--- src/rtl/rdo_pkg.sv ---
package rdo_pkg;

    typedef enum logic [1:0] {
        PH_IDLE  = 2'd0,
        PH_ARMED = 2'd1,
        PH_INIT  = 2'd2,
        PH_RUN   = 2'd3
    } rdo_phase_e;

    typedef enum logic [1:0] {
        SLOT_NONE = 2'd0,
        SLOT_MK1  = 2'd1,
        SLOT_MK0  = 2'd2,
        SLOT_PIX  = 2'd3
    } slot_kind_e;

    localparam int unsigned MARKER_SLOTS = 2;

endpackage

--- src/rtl/rdo_sync_ctl.sv ---
module rdo_sync_ctl
    import rdo_pkg::*;
#(
    parameter int unsigned LATENCY = 4
) (
    input  logic       clk,
    input  logic       rst_n,
    input  logic       sync_i,
    output rdo_phase_e phase_o
);
    localparam int unsigned LAT_W = $clog2(LATENCY + 1);

    typedef struct packed {
        rdo_phase_e       phase;
        logic [LAT_W-1:0] lat;
    } ctl_t;

    ctl_t st_d, st_q;

    always_comb begin
        st_d = st_q;
        if (sync_i) begin
            st_d.phase = PH_ARMED;
            st_d.lat   = '0;
        end else begin
            unique case (st_q.phase)
                PH_IDLE:  st_d = st_q;
                PH_ARMED: begin
                    st_d.phase = PH_INIT;
                    st_d.lat   = LAT_W'(LATENCY - 1);
                end
                PH_INIT: begin
                    if (st_q.lat == '0) st_d.phase = PH_RUN;
                    else                st_d.lat   = st_q.lat - 1'b1;
                end
                PH_RUN:   st_d = st_q;
                default:  st_d.phase = PH_IDLE;
            endcase
        end
    end

    always_ff @(posedge clk or negedge rst_n) begin
        if (!rst_n) begin
            st_q.phase <= PH_IDLE;
            st_q.lat   <= '0;
        end else begin
            st_q <= st_d;
        end
    end

    assign phase_o = st_q.phase;

    // a sampled token always leads to the armed phase
    assert_sync_abort_R2: assert property (@(posedge clk) disable iff (!rst_n)
        sync_i |=> (st_q.phase == PH_ARMED));

    // scanning is only ever entered from the initialisation phase
    assert_run_after_init_R3: assert property (@(posedge clk) disable iff (!rst_n)
        (st_q.phase != PH_RUN) ##1 (st_q.phase == PH_RUN) |-> ($past(st_q.phase) == PH_INIT));

endmodule

--- src/rtl/rdo_scan_cnt.sv ---
module rdo_scan_cnt #(
    parameter int unsigned ROWS  = 256,
    parameter int unsigned SLOTS = 66
) (
    input  logic                     clk,
    input  logic                     rst_n,
    input  logic                     run_i,
    output logic [$clog2(ROWS)-1:0]  row_o,
    output logic [$clog2(SLOTS)-1:0] slot_o
);
    localparam int unsigned ROW_W  = $clog2(ROWS);
    localparam int unsigned SLOT_W = $clog2(SLOTS);
    localparam logic [ROW_W-1:0]  ROW_TOP   = ROW_W'(ROWS - 1);
    localparam logic [SLOT_W-1:0] SLOT_LAST = SLOT_W'(SLOTS - 1);

    typedef struct packed {
        logic [ROW_W-1:0]  row;
        logic [SLOT_W-1:0] slot;
    } cnt_t;

    cnt_t cnt_d, cnt_q;

    always_comb begin
        cnt_d = cnt_q;
        if (!run_i) begin
            cnt_d.row  = ROW_TOP;
            cnt_d.slot = '0;
        end else if (cnt_q.slot == SLOT_LAST) begin
            cnt_d.slot = '0;
            cnt_d.row  = (cnt_q.row == '0) ? ROW_TOP : cnt_q.row - 1'b1;
        end else begin
            cnt_d.slot = cnt_q.slot + 1'b1;
        end
    end

    always_ff @(posedge clk or negedge rst_n) begin
        if (!rst_n) begin
            cnt_q.row  <= ROW_TOP;
            cnt_q.slot <= '0;
        end else begin
            cnt_q <= cnt_d;
        end
    end

    assign row_o  = cnt_q.row;
    assign slot_o = cnt_q.slot;

    // slot index never leaves the row
    assert_slot_range_R4: assert property (@(posedge clk) disable iff (!rst_n)
        cnt_q.slot <= SLOT_LAST);

    // end of the last row returns to the top row, slot zero
    assert_frame_wrap_R5: assert property (@(posedge clk) disable iff (!rst_n)
        (run_i && cnt_q.slot == SLOT_LAST && cnt_q.row == '0)
        |=> (cnt_q.row == ROW_TOP && cnt_q.slot == '0));

    // rows step down by one (or reload after a stop)
    assert_row_step_R5: assert property (@(posedge clk) disable iff (!rst_n)
        (run_i && cnt_q.slot == SLOT_LAST && cnt_q.row != '0)
        |=> ((cnt_q.row == $past(cnt_q.row) - 1'b1) || (cnt_q.row == ROW_TOP && cnt_q.slot == '0)));

endmodule

--- src/rtl/rdo_marker_gen.sv ---
module rdo_marker_gen
    import rdo_pkg::*;
#(
    parameter int unsigned ROWS = 256,
    parameter int unsigned COLS = 64,
    parameter int unsigned NSUB = 4
) (
    input  rdo_phase_e                                   phase_i,
    input  logic [$clog2(ROWS)-1:0]                      row_i,
    input  logic [$clog2(COLS + MARKER_SLOTS)-1:0]       slot_i,
    input  logic                                         mux_every_i,
    input  logic                                         test_en_i,
    output logic [1:0]                                   kind_o,
    output logic [$clog2(COLS)-1:0]                      col_o,
    output logic [NSUB-1:0]                              test_lvl_o,
    output logic                                         rst_done_o,
    output logic                                         ssync_o,
    output logic                                         first_o,
    output logic                                         last_col_o,
    output logic                                         last_row_o
);
    localparam int unsigned SLOTS  = COLS + MARKER_SLOTS;
    localparam int unsigned ROW_W  = $clog2(ROWS);
    localparam int unsigned COL_W  = $clog2(COLS);
    localparam int unsigned SLOT_W = $clog2(SLOTS);
    localparam logic [ROW_W-1:0]  ROW_TOP   = ROW_W'(ROWS - 1);
    localparam logic [SLOT_W-1:0] SLOT_LAST = SLOT_W'(SLOTS - 1);
    localparam logic [SLOT_W-1:0] SLOT_PIX0 = SLOT_W'(MARKER_SLOTS);

    logic              run;
    logic [SLOT_W-1:0] col_wide;
    logic              per_slot;

    always_comb begin
        run      = (phase_i == PH_RUN);
        per_slot = mux_every_i || test_en_i;
        col_wide = SLOT_LAST - slot_i;

        kind_o = SLOT_NONE;
        col_o  = COL_W'(COLS - 1);
        if (run) begin
            if (slot_i == '0)              kind_o = SLOT_MK1;
            else if (slot_i < SLOT_PIX0)   kind_o = SLOT_MK0;
            else begin
                kind_o = SLOT_PIX;
                col_o  = col_wide[COL_W-1:0];
            end
        end

        rst_done_o = (phase_i == PH_INIT) || run;
        ssync_o    = (phase_i == PH_INIT);

        if (per_slot) first_o = run && !slot_i[0];
        else          first_o = run && (row_i == ROW_TOP) && (slot_i == '0);

        last_col_o = run && !test_en_i && (slot_i == SLOT_LAST);
        last_row_o = run && !test_en_i && (row_i == '0);
    end

    for (genvar s = 0; s < NSUB; s++) begin : g_lvl
        localparam logic START = 1'(s % 2);
        assign test_lvl_o[s] = (run && test_en_i) ? (START ^ slot_i[0]) : 1'b0;
    end

endmodule

--- src/rtl/rdo_seq.sv ---
module rdo_seq
    import rdo_pkg::*;
#(
    parameter int unsigned ROWS    = 256,
    parameter int unsigned COLS    = 64,
    parameter int unsigned NSUB    = 4,
    parameter int unsigned LATENCY = 4
) (
    input  logic                     clk,
    input  logic                     rst_n,
    input  logic                     sync_i,
    input  logic                     mux_every_i,
    input  logic                     test_en_i,
    output logic [$clog2(ROWS)-1:0]  row_o,
    output logic [$clog2(COLS)-1:0]  col_o,
    output logic [1:0]               kind_o,
    output logic [NSUB-1:0]          test_lvl_o,
    output logic                     rst_done_o,
    output logic                     ssync_o,
    output logic                     first_o,
    output logic                     last_col_o,
    output logic                     last_row_o
);
    localparam int unsigned SLOTS  = COLS + MARKER_SLOTS;
    localparam int unsigned SLOT_W = $clog2(SLOTS);

    rdo_phase_e        phase;
    logic [SLOT_W-1:0] slot;

    rdo_sync_ctl #(.LATENCY(LATENCY)) i_ctl (
        .clk     (clk),
        .rst_n   (rst_n),
        .sync_i  (sync_i),
        .phase_o (phase)
    );

    rdo_scan_cnt #(.ROWS(ROWS), .SLOTS(SLOTS)) i_cnt (
        .clk    (clk),
        .rst_n  (rst_n),
        .run_i  (phase == PH_RUN),
        .row_o  (row_o),
        .slot_o (slot)
    );

    rdo_marker_gen #(.ROWS(ROWS), .COLS(COLS), .NSUB(NSUB)) i_mk (
        .phase_i     (phase),
        .row_i       (row_o),
        .slot_i      (slot),
        .mux_every_i (mux_every_i),
        .test_en_i   (test_en_i),
        .kind_o      (kind_o),
        .col_o       (col_o),
        .test_lvl_o  (test_lvl_o),
        .rst_done_o  (rst_done_o),
        .ssync_o     (ssync_o),
        .first_o     (first_o),
        .last_col_o  (last_col_o),
        .last_row_o  (last_row_o)
    );

    // in frame-start mode the marker only lands on the first marker of the top row
    assert_first_once_R6: assert property (@(posedge clk) disable iff (!rst_n)
        (first_o && !mux_every_i && !test_en_i)
        |-> (kind_o == SLOT_MK1 && row_o == $clog2(ROWS)'(ROWS - 1)));

    // last-row marker only on row zero and never in test mode
    assert_last_row_R8: assert property (@(posedge clk) disable iff (!rst_n)
        last_row_o |-> (row_o == '0 && !test_en_i));

    // test levels stay low outside test mode
    assert_tlvl_quiet_R9: assert property (@(posedge clk) disable iff (!rst_n)
        !test_en_i |-> (test_lvl_o == '0));

    // the first slot after initialisation is a marker-one slot
    assert_first_slot_R3: assert property (@(posedge clk) disable iff (!rst_n)
        (ssync_o && !sync_i && phase == PH_INIT) ##1 (!ssync_o && rst_done_o)
        |-> (kind_o == SLOT_MK1));

endmodule

--- config.mk ---
export PLATFORM = sky130hd
export DESIGN_NAME = rdo_seq
export DESIGN_NICKNAME = d
export VERILOG_FILES = /design/src/rtl/rdo_pkg.sv /design/src/rtl/rdo_sync_ctl.sv /design/src/rtl/rdo_scan_cnt.sv /design/src/rtl/rdo_marker_gen.sv /design/src/rtl/rdo_seq.sv
export SDC_FILE = /design/constraint.sdc
export NUM_CORES = 1
export LEC_CHECK = 0
export ABC_AREA = 1
export CORE_ASPECT_RATIO = 1.5
export CORE_MARGIN = 2
export CORE_UTILIZATION = 50
export CTS_CLUSTER_DIAMETER = 50
export CTS_CLUSTER_SIZE = 20
export DETAILED_ROUTE_END_ITERATION = 8
export PLACE_DENSITY = 0.9
export REMOVE_ABC_BUFFERS = 1
export SETUP_SLACK_MARGIN = 0.4
export SLEW_MARGIN = 25
export SYNTH_ARGS = -nofsm -noshare
export SYNTH_HDL_FRONTEND = slang
export SYNTH_SLANG_ARGS = --single-unit
--- constraint.sdc ---
create_clock -name clk -period 3.5 [get_ports clk]
set_input_delay 0.7 -clock clk [delete_from_list [all_inputs] [get_ports clk]]
set_output_delay 0.7 -clock clk [all_outputs]
set_load 0.02 [all_outputs]
==> results.json, run 1 <==
{
  "yosysSeqAreaShare": 0.362,
  "fin_nets": 235,
  "fmax_mhz": 343,
  "hpwl_um": 2330,
  "place.gp.congestion": 0.829,
  "crit_slowest_cell": "clkdlybuf4s50_1",
  "synth-edff-count": 0,
  "htree_levels": 1,
  "avgSynthCellArea_um2": 7.58,
  "worst_pin_slew_ns": 0.447,
  "antenna_left": 0,
  "insertion_delay_ns": 0.27,
  "dp_slack_ns": 0.675,
  "rsz0062_at_grt": "no",
  "arrival_ns": 2.22,
  "synthDistinctLibCells": 23,
  "cts_tree": "done",
  "slew_headroom": 0.702,
  "drc": 0,
  "synthArstFlopShare": 1.00,
  "cp_data_required_time_ns": 2.80,
  "finalCriticalPeriod_ns": 2.92,
  "layout_common_cells": "nand2_1 (39), inv_1 (28), clkdlybuf4s50_1 (28), nand3_1 (22), nor2_1 (21)",
  "rows": 23,
  "drt-total-wl_um": 2950,
  "worst_ir_drop_vdd_mv": 0.357,
  "critPathKind": "register to primary output",
  "ys_ff_latch": 20,
  "r2r_end": "i_cnt.row_o[2]$_DFFE_PN1P_",
  "max_stage_delay_ns": 0.59,
  "clock_sinks": 20,
  "dr.pass1.iters": 6,
  "area_delta_synth_final_pct": 24.8,
  "grt_use_total": 0.208,
  "drv_cap": 0,
  "ctsResizeCount": 0,
  "diodes": 0,
  "reg2reg_depth": 8,
  "numCtsBuffers": 3,
  "io-pin-count": 30,
  "regToRegSetupSlack_ns": 1.86,
  "post_drt_wl_per_cell_um": 11.7,
  "post_cts_buffers": 0,
  "totalNegativeSetupSlack_ns": 0,
  "root_buffer": "clkbuf_8",
  "status": "complete, no violations",
  "hold_class": "primary input to asynchronous set/reset pin",
  "final_common_cell": "nand2_1",
  "antenna_found_initial": 0,
  "slew_violations": 0,
  "port_buffers": 29,
  "grt_overflow": 0,
  "multi_input_area_um2": 764,
  "finalPower_uw": 934,
  "die_h_um": 69.0,
  "start_kind": "register",
  "drive_gt1_frac": 0.0926,
  "vias": 1294,
  "power_density_nw_per_um2": 530,
  "endpoint_kind": "primary output",
  "first_global_vias": 1237,
  "reg2reg_from": "i_cnt.slot_o[1]$_DFF_PN0_",
  "setup_viol_count_final": 0,
  "cp_common_cell": "nand2_1",
  "synth-main-ff-cell": "dfrtp_1",
  "cp_cell_sequence": "inv_1 -> ha_1 -> nand2_1 -> nor2_1 -> nand4_1 -> nand2_1 -> clkdlybuf4s50_1",
  "postLayoutCoreUtil": 0.658,
  "cts_hold_buf": 0,
  "clk_pin_slew_worst_paths_ns": 0.08,
  "finClkSkew_ns": 0.00463,
  "syn_area_um2": 1410,
  "worst_slack_ns": 0.583,
  "die_w_um": 47.4,
  "netlist_instances": 186,
  "p_leak_nw": 0.869,
  "post-route-period-util": 0.833,
  "yosys_warnings": 0,
  "worstPathMaxFanout": 8,
  "fp.dieArea_um2": 3270,
  "vias_per_cell": 5.11,
  "drtIter0Drc": 70,
  "clk_path_buf_depth": 2,
  "hold_viol": 0,
  "regArea_um2": 510,
  "grt_start_max_net_pins": 21,
  "start_util": 0.527,
  "grt_pass1_wl_um": 5040,
  "fillers": 223,
  "core_um2": 2680
}
metal layers:
layer | global-route usage | wire length [µm]
met3 | 0.0393 | 101
met5 | 0 | 0
met4 | 0.105 | 64
met2 | 0.353 | 1610
met1 | 0.228 | 1180
worst max-delay path: cells and delay by family (launching register included):
kind,cells,cell delay (ns)
simple gates,4,0.55
flops,1,0.48
fa+ha+maj,1,0.16
buf+inv,2,0.75
report_power, final:
part | leakage [nW] | internal (mW) | total, mW | switching, mW
Combinational | 0.604 | 0.172 | 0.483 | 0.310
Sequential | 0.242 | 0.265 | 0.293 | 0.0272
Clock | 0.0231 | 0.0784 | 0.159 | 0.0801
Total | 0.869 | 0.516 | 0.934 | 0.418
layout make-up:
type                    instances  area share
well taps                      37      0.0263
repair buffers                 29       0.162
clock buffers                   3      0.0235
inverters                      29      0.0618
flip-flops and latches         20       0.290
clock inverters                 1     0.00213
multi-input cells             134       0.434
cells in the mapped netlist (3+ instances only):
master / count / area [µm²]
o21ai_0: 5 / 25.0
dfrtp_1: 12 / 300
nand2_1: 39 / 146
nand4_1: 5 / 31.3
nor2_1: 21 / 78.8
dfstp_2: 8 / 210
a21oi_1: 8 / 40.0
ha_1: 13 / 163
nor3_1: 8 / 40.0
nor2_4: 3 / 33.8
nand3_1: 22 / 110
inv_1: 28 / 105
cells by family (layout without fill, tap and decap cells):
logic type	count (synthesis)	count (layout)	share of synthesized area
and+or+nand+nor	105	105	0.362
buffers and inverters	32	62	0.0958
DFF	20	20	0.362
adders and majority gates	13	13	0.115
AOI/OAI and AO/OA	13	13	0.0461
xor gates and xnor gates	3	3	0.0186
stage by stage:
step           instance area, µm²  instances  hold slack (ns)
3_5_place_dp                 1720        249            0.486
5_1_grt                      1760        253            0.415
2_1_floorplan                1380        183            0.404
4_1_cts                      1770        253            0.504
3_3_place_gp                 1720        249            0.485
6_report                     1760        253            0.371
flip-flops by register name (all words and copies together) (netlist names):
name / count
i_ctl.phase_o: 2
i_ctl.st_q: 3
i_cnt.slot_o: 7
i_cnt.row_o: 8
worst max path at each step:
stage | depth (start not counted) | start | slack, ns | end
2_1_floorplan | 3 | i_ctl.phase_o[1]$_DFFE_PN0P_ | 1.12 | test_lvl_o[0]
3_3_place_gp | 4 | test_en_i | 0.71 | test_lvl_o[2]
3_5_place_dp | 4 | test_en_i | 0.67 | test_lvl_o[3]
4_1_cts | 7 | i_cnt.slot_o[0]$_DFF_PN0_ | 0.57 | col_o[2]
5_1_grt | 7 | i_cnt.slot_o[1]$_DFF_PN0_ | 0.48 | first_o
6_report | 7 | i_cnt.slot_o[0]$_DFF_PN0_ | 0.58 | first_o
Power figures use the tool's default switching activity.
==> run 2: changes to the inputs <==
==> constraint.sdc (replaced) <==
create_clock -name clk -period 2.9 [get_ports clk]
set_input_delay 0.58 -clock clk [delete_from_list [all_inputs] [get_ports clk]]
set_output_delay 0.58 -clock clk [all_outputs]
set_load 0.02 [all_outputs]
==> results.json, run 2 (synthesis results as in run 1) <==
{
  "status": "complete, no violations",
  "arrival_ns": 1.80,
  "worst_hold_startpoint": "i_cnt.row_o[7]$_DFFE_PN1P_",
  "first_global_vias": 1281,
  "slew_headroom": 0.755,
  "cp_cell_sequence": "inv_1 -> ha_1 -> nand2_1 -> nor2_2 -> nand4_1 -> nand2_1 -> dlygate4sd2_1",
  "core_um2": 2680,
  "fp.dieArea_um2": 3270,
  "cp_data_required_time_ns": 2.32,
  "dr.pass1.iters": 4,
  "regArea_um2": 512,
  "die_w_um": 47.4,
  "insertion_delay_ns": 0.26,
  "htree_levels": 1,
  "drv_cap": 0,
  "holdPathEnd": "i_cnt.row_o[7]$_DFFE_PN1P_",
  "reg2reg_from": "i_cnt.slot_o[1]$_DFF_PN0_",
  "worstPathMaxFanout": 8,
  "grt_start_max_net_pins": 21,
  "crit_buf_inv": 2,
  "worst_ir_drop_vdd_mv": 0.481,
  "place_inst": 250,
  "endpoint_kind": "primary output",
  "startpoint": "i_cnt.slot_o[0]$_DFF_PN0_",
  "dpl-instance-area_um2": 1730,
  "layout_common_cells": "nand2_1 (39), inv_1 (27), nand3_1 (22), nor2_1 (20)",
  "slew_violations": 0,
  "fillers": 235,
  "worst_slack_ns": 0.519,
  "setup_viol_count_final": 0,
  "final_cells": 255,
  "root_buffer": "clkbuf_8",
  "rsz0062_at_grt": "no",
  "fmax_mhz": 420,
  "numCtsBuffers": 3,
  "place.gp.congestion": 0.828,
  "clk_pin_slew_worst_paths_ns": 0.07,
  "p_leak_nw": 0.913,
  "worst_pin_slew_ns": 0.364,
  "finClkSkew_ns": 0.00298,
  "cp_common_cell": "nand2_1",
  "cts_tree": "done",
  "start_util": 0.527,
  "final_common_cell": "nand2_1",
  "whs_ns": 0.502,
  "critPathTopFamily": "flip-flops",
  "antenna_found_initial": 0,
  "grt_pass1_wl_um": 5180,
  "vias_per_cell": 5.05,
  "die_h_um": 69.0,
  "crit_slowest_cell": "dfrtp_2",
  "hpwl_um": 2200,
  "clk_path_buf_depth": 2,
  "largest_reg_flops": 8,
  "r2r_end": "i_cnt.row_o[4]$_DFFE_PN1P_",
  "start_kind": "register",
  "rows": 23,
  "grt_overflow": 0,
  "max_stage_delay_ns": 0.48,
  "drive_gt1_frac": 0.119,
  "dp_slack_ns": 0.318,
  "diodes": 0,
  "totalNegativeSetupSlack_ns": 0,
  "port_buffers": 29,
  "area_delta_synth_final_pct": 27.3,
  "drt-total-wl_um": 2940,
  "io-pin-count": 30,
  "power_density_nw_per_um2": 678,
  "hold_viol": 0,
  "finalPower_mw": 1.22,
  "multi_input_area_um2": 769,
  "hold_path_depth": 2,
  "reg2reg_depth": 8,
  "post-route-period-util": 0.821,
  "vias": 1287,
  "finalCriticalPeriod_ns": 2.38,
  "critPathKind": "register to primary output",
  "grt_use_total": 0.210,
  "hold_class": "register to register",
  "post_drt_wl_per_cell_um": 11.5,
  "clock_sinks": 20,
  "drc": 0,
  "design_area_um2": 1800,
  "drtIter0Drc": 50,
  "regToRegSetupSlack_ns": 1.35,
  "postLayoutCoreUtil": 0.671,
  "fin_nets": 237,
  "antenna_left": 0
}
-- run 2: timing repair --
item                       4_1_cts  5_1_grt
hold buffers                     0        0
setup buffers                    1        0
resized for setup               19        1
setup endpoints to repair       15        1
-- run 2: how the worst max path moves through the flow --
stage,end,slack [ns],cells past startpoint
floorplan,test_lvl_o[0],0.64,3
global placement,test_lvl_o[2],0.35,4
detailed placement,test_lvl_o[1],0.32,4
CTS,first_o,0.50,7
global route,first_o,0.41,7
finish,first_o,0.52,7
-- run 2: final cells by class --
type / count / area share
Tap cell: 37 / 0.0258
Timing Repair Buffer: 31 / 0.160
Clock inverter: 1 / 0.0167
Clock buffer: 3 / 0.0230
Inverter: 29 / 0.0606
Multi-Input combinational cell: 134 / 0.429
Sequential cell: 20 / 0.285
-- run 2: report_power, final --
part	total, mW	switching (mW)	leakage (nW)	internal (mW)
sequential	0.357	0.0356	0.240	0.321
combinational	0.582	0.382	0.637	0.200
clock	0.278	0.0937	0.0357	0.184
-- run 2: metal layers --
layer  up-vias  routed length (µm)  track usage
li1        658                   -            -
met1       584                1200        0.230
met2        39                1600        0.372
met3         6                 104       0.0314
met4         0                  43       0.0802
met5         -                   0            0
-- run 2: tightest hold or removal path, cell delays in order, from the launching register on --
cell	delay, ns
dfstp_2	0.38
nand2_1	0.06
nand3_1	0.06
==> run 3: changes to the inputs <==
==> constraint.sdc (replaced) <==
create_clock -name clk -period 2.3 [get_ports clk]
set_input_delay 0.46 -clock clk [delete_from_list [all_inputs] [get_ports clk]]
set_output_delay 0.46 -clock clk [all_outputs]
set_load 0.02 [all_outputs]
==> results.json, run 3 (synthesis results as in run 1) <==
{
  "cp_common_cell": "inv_2",
  "dr.pass1.iters": 4,
  "power_density_nw_per_um2": 798,
  "first_global_vias": 1293,
  "drive_gt1_frac": 0.350,
  "root_buffer": "clkbuf_8",
  "fmax_mhz": 493,
  "hold_viol": 0,
  "cp_data_required_time_ns": 1.84,
  "cp_cell_sequence": "inv_2 -> buf_6 -> ha_4 -> nand2_2 -> inv_2 -> nand3_4 -> nor3_2 -> buf_4",
  "switching_share": 0.458,
  "worst_ir_drop_vdd_mv": 0.791,
  "arrival_ns": 1.57,
  "slew_headroom": 0.753,
  "core_um2": 2680,
  "die_h_um": 69.0,
  "endpoint_kind": "primary output",
  "fp.dieArea_um2": 3270,
  "p_comb_frac": 0.585,
  "worst_slack_ns": 0.271,
  "drc": 0,
  "port_buffers": 29,
  "power.share.clock": 0.145,
  "post_drt_wl_per_cell_um": 16.0,
  "finClkSkew_ns": 0.00274,
  "post-route-period-util": 0.882,
  "drt-total-wl_um": 4380,
  "drv_cap": 0,
  "antenna_left": 0,
  "seqPwrFrac": 0.270,
  "fin_nets": 256,
  "largest_reg_flops": 8,
  "max_stage_delay_ns": 0.40,
  "rsz0062_at_grt": "yes",
  "rows": 23,
  "grt_use_total": 0.212,
  "grt_start_max_net_pins": 21,
  "slew_violations": 0,
  "crit_slowest_cell": "dfrtp_1",
  "antenna_found_initial": 0,
  "layout_common_cells": "nand2_1 (34), buf_4 (24), inv_1 (22), nand3_1 (21), nor2_1 (18)",
  "fillers": 159,
  "worst_pin_slew_ns": 0.367,
  "final_common_cell": "nand2_1",
  "io-pin-count": 30,
  "htree_levels": 1,
  "grt_overflow": 0,
  "place.gp.congestion": 0.829,
  "p_int_uw": 889,
  "die_w_um": 47.4,
  "postLayoutCoreUtil": 0.768,
  "dp_slack_ns": -0.0878,
  "finalCriticalPeriod_ns": 2.03,
  "insertion_delay_ns": 0.26,
  "start_util": 0.527,
  "cts_tree": "done",
  "setup_viol_count_final": 0,
  "hpwl_um": 2310,
  "p_leak_nw": 1.02,
  "hold_class": "register to register",
  "vias_per_cell": 5.46,
  "clk_pin_slew_worst_paths_ns": 0.08,
  "clk_path_buf_depth": 2,
  "area_delta_synth_final_pct": 45.7,
  "drtIter0Drc": 68,
  "grt_pass1_wl_um": 5230,
  "start_kind": "register",
  "status": "complete, no violations",
  "diodes": 0,
  "clock_sinks": 20,
  "numCtsBuffers": 3,
  "vias": 1496,
  "worstPathMaxFanout": 4,
  "power.switching_uw": 750,
  "critPathKind": "register to primary output"
}
==> run 3: path summary, 6_finish.rpt <==
check	endpoint	cells past startpoint	start	slack, ns
min in group asynchronous	i_ctl.st_q[0]$_DFFE_PN0P_	2	rst_n	0.53
max in group asynchronous	i_cnt.row_o[1]$_DFFE_PN1P_	2	rst_n	1.49
setup reg to reg	i_cnt.row_o[5]$_DFFE_PN1P_	11	i_cnt.slot_o[1]$_DFF_PN0_	0.38
hold reg to reg	i_cnt.row_o[7]$_DFFE_PN1P_	2	i_cnt.row_o[7]$_DFFE_PN1P_	0.50
hold / removal	i_cnt.row_o[7]$_DFFE_PN1P_	2	i_cnt.row_o[7]$_DFFE_PN1P_	0.50
setup / recovery	last_col_o	8	i_cnt.slot_o[1]$_DFF_PN0_	0.27
==> run 3: metrics by stage <==
step / hold slack (ns) / TNS, ns / instance area [µm²] / std cells / power [mW]
after floorplan: 0.164 / 0 / 1380 / 183 / 0.949
after global placement: 0.484 / 0 / 1780 / 257 / 1.20
after detailed placement: 0.495 / -0.298 / 1780 / 257 / 1.23
after CTS: 0.506 / 0 / 1850 / 267 / 1.51
after global routing: 0.524 / 0 / 2050 / 274 / 1.75
final: 0.499 / 0 / 2050 / 274 / 1.64
==> run 3: repair_timing <==
item                                    in CTS  in global routing
endpoints found under the setup margin      20                 21
resized for setup                           87                 49
hold buffers                                 0                  0
buffers inserted                             6                  7
pin swaps                                    5                 12
endpoints found under the hold margin        0                  0
==> run 3: layout make-up <==
cell class,count,area (µm²),share of cell area
clock buffer,3,41.3,0.0201
tap,37,46.3,0.0225
clock inverter,1,3.75,0.00183
timing repair buffer,50,439,0.214
multi-input combinational,134,897,0.437
sequential,20,513,0.250
inverter,29,114,0.0554
==> run 3: critical path, delay by kind of cell (launching register included) <==
family                   cells  cell delay, ns
flip-flops                   1            0.40
buffers and inverters        4            0.49
adder cells (fa/ha/maj)      1            0.13
AND/OR/NAND/NOR              3            0.31
==> run 3: power groups by stage <==
stage / logic, mW / clock network (mW) / registers, mW
5_1_grt: 1.05 / 0.252 / 0.449
3_3_place_gp: 0.768 / 0 / 0.436
6_report: 0.959 / 0.237 / 0.443
4_1_cts: 0.831 / 0.242 / 0.435
3_5_place_dp: 0.788 / 0 / 0.440
2_1_floorplan: 0.509 / 0 / 0.439
==> run 3: per-layer routing <==
metal | GRT usage | up-vias | wire length (µm)
li1 | - | 695 | -
met1 | 0.229 | 719 | 1630
met2 | 0.365 | 68 | 2340
met3 | 0.0340 | 14 | 246
met4 | 0.111 | 0 | 161
met5 | 0 | - | 0
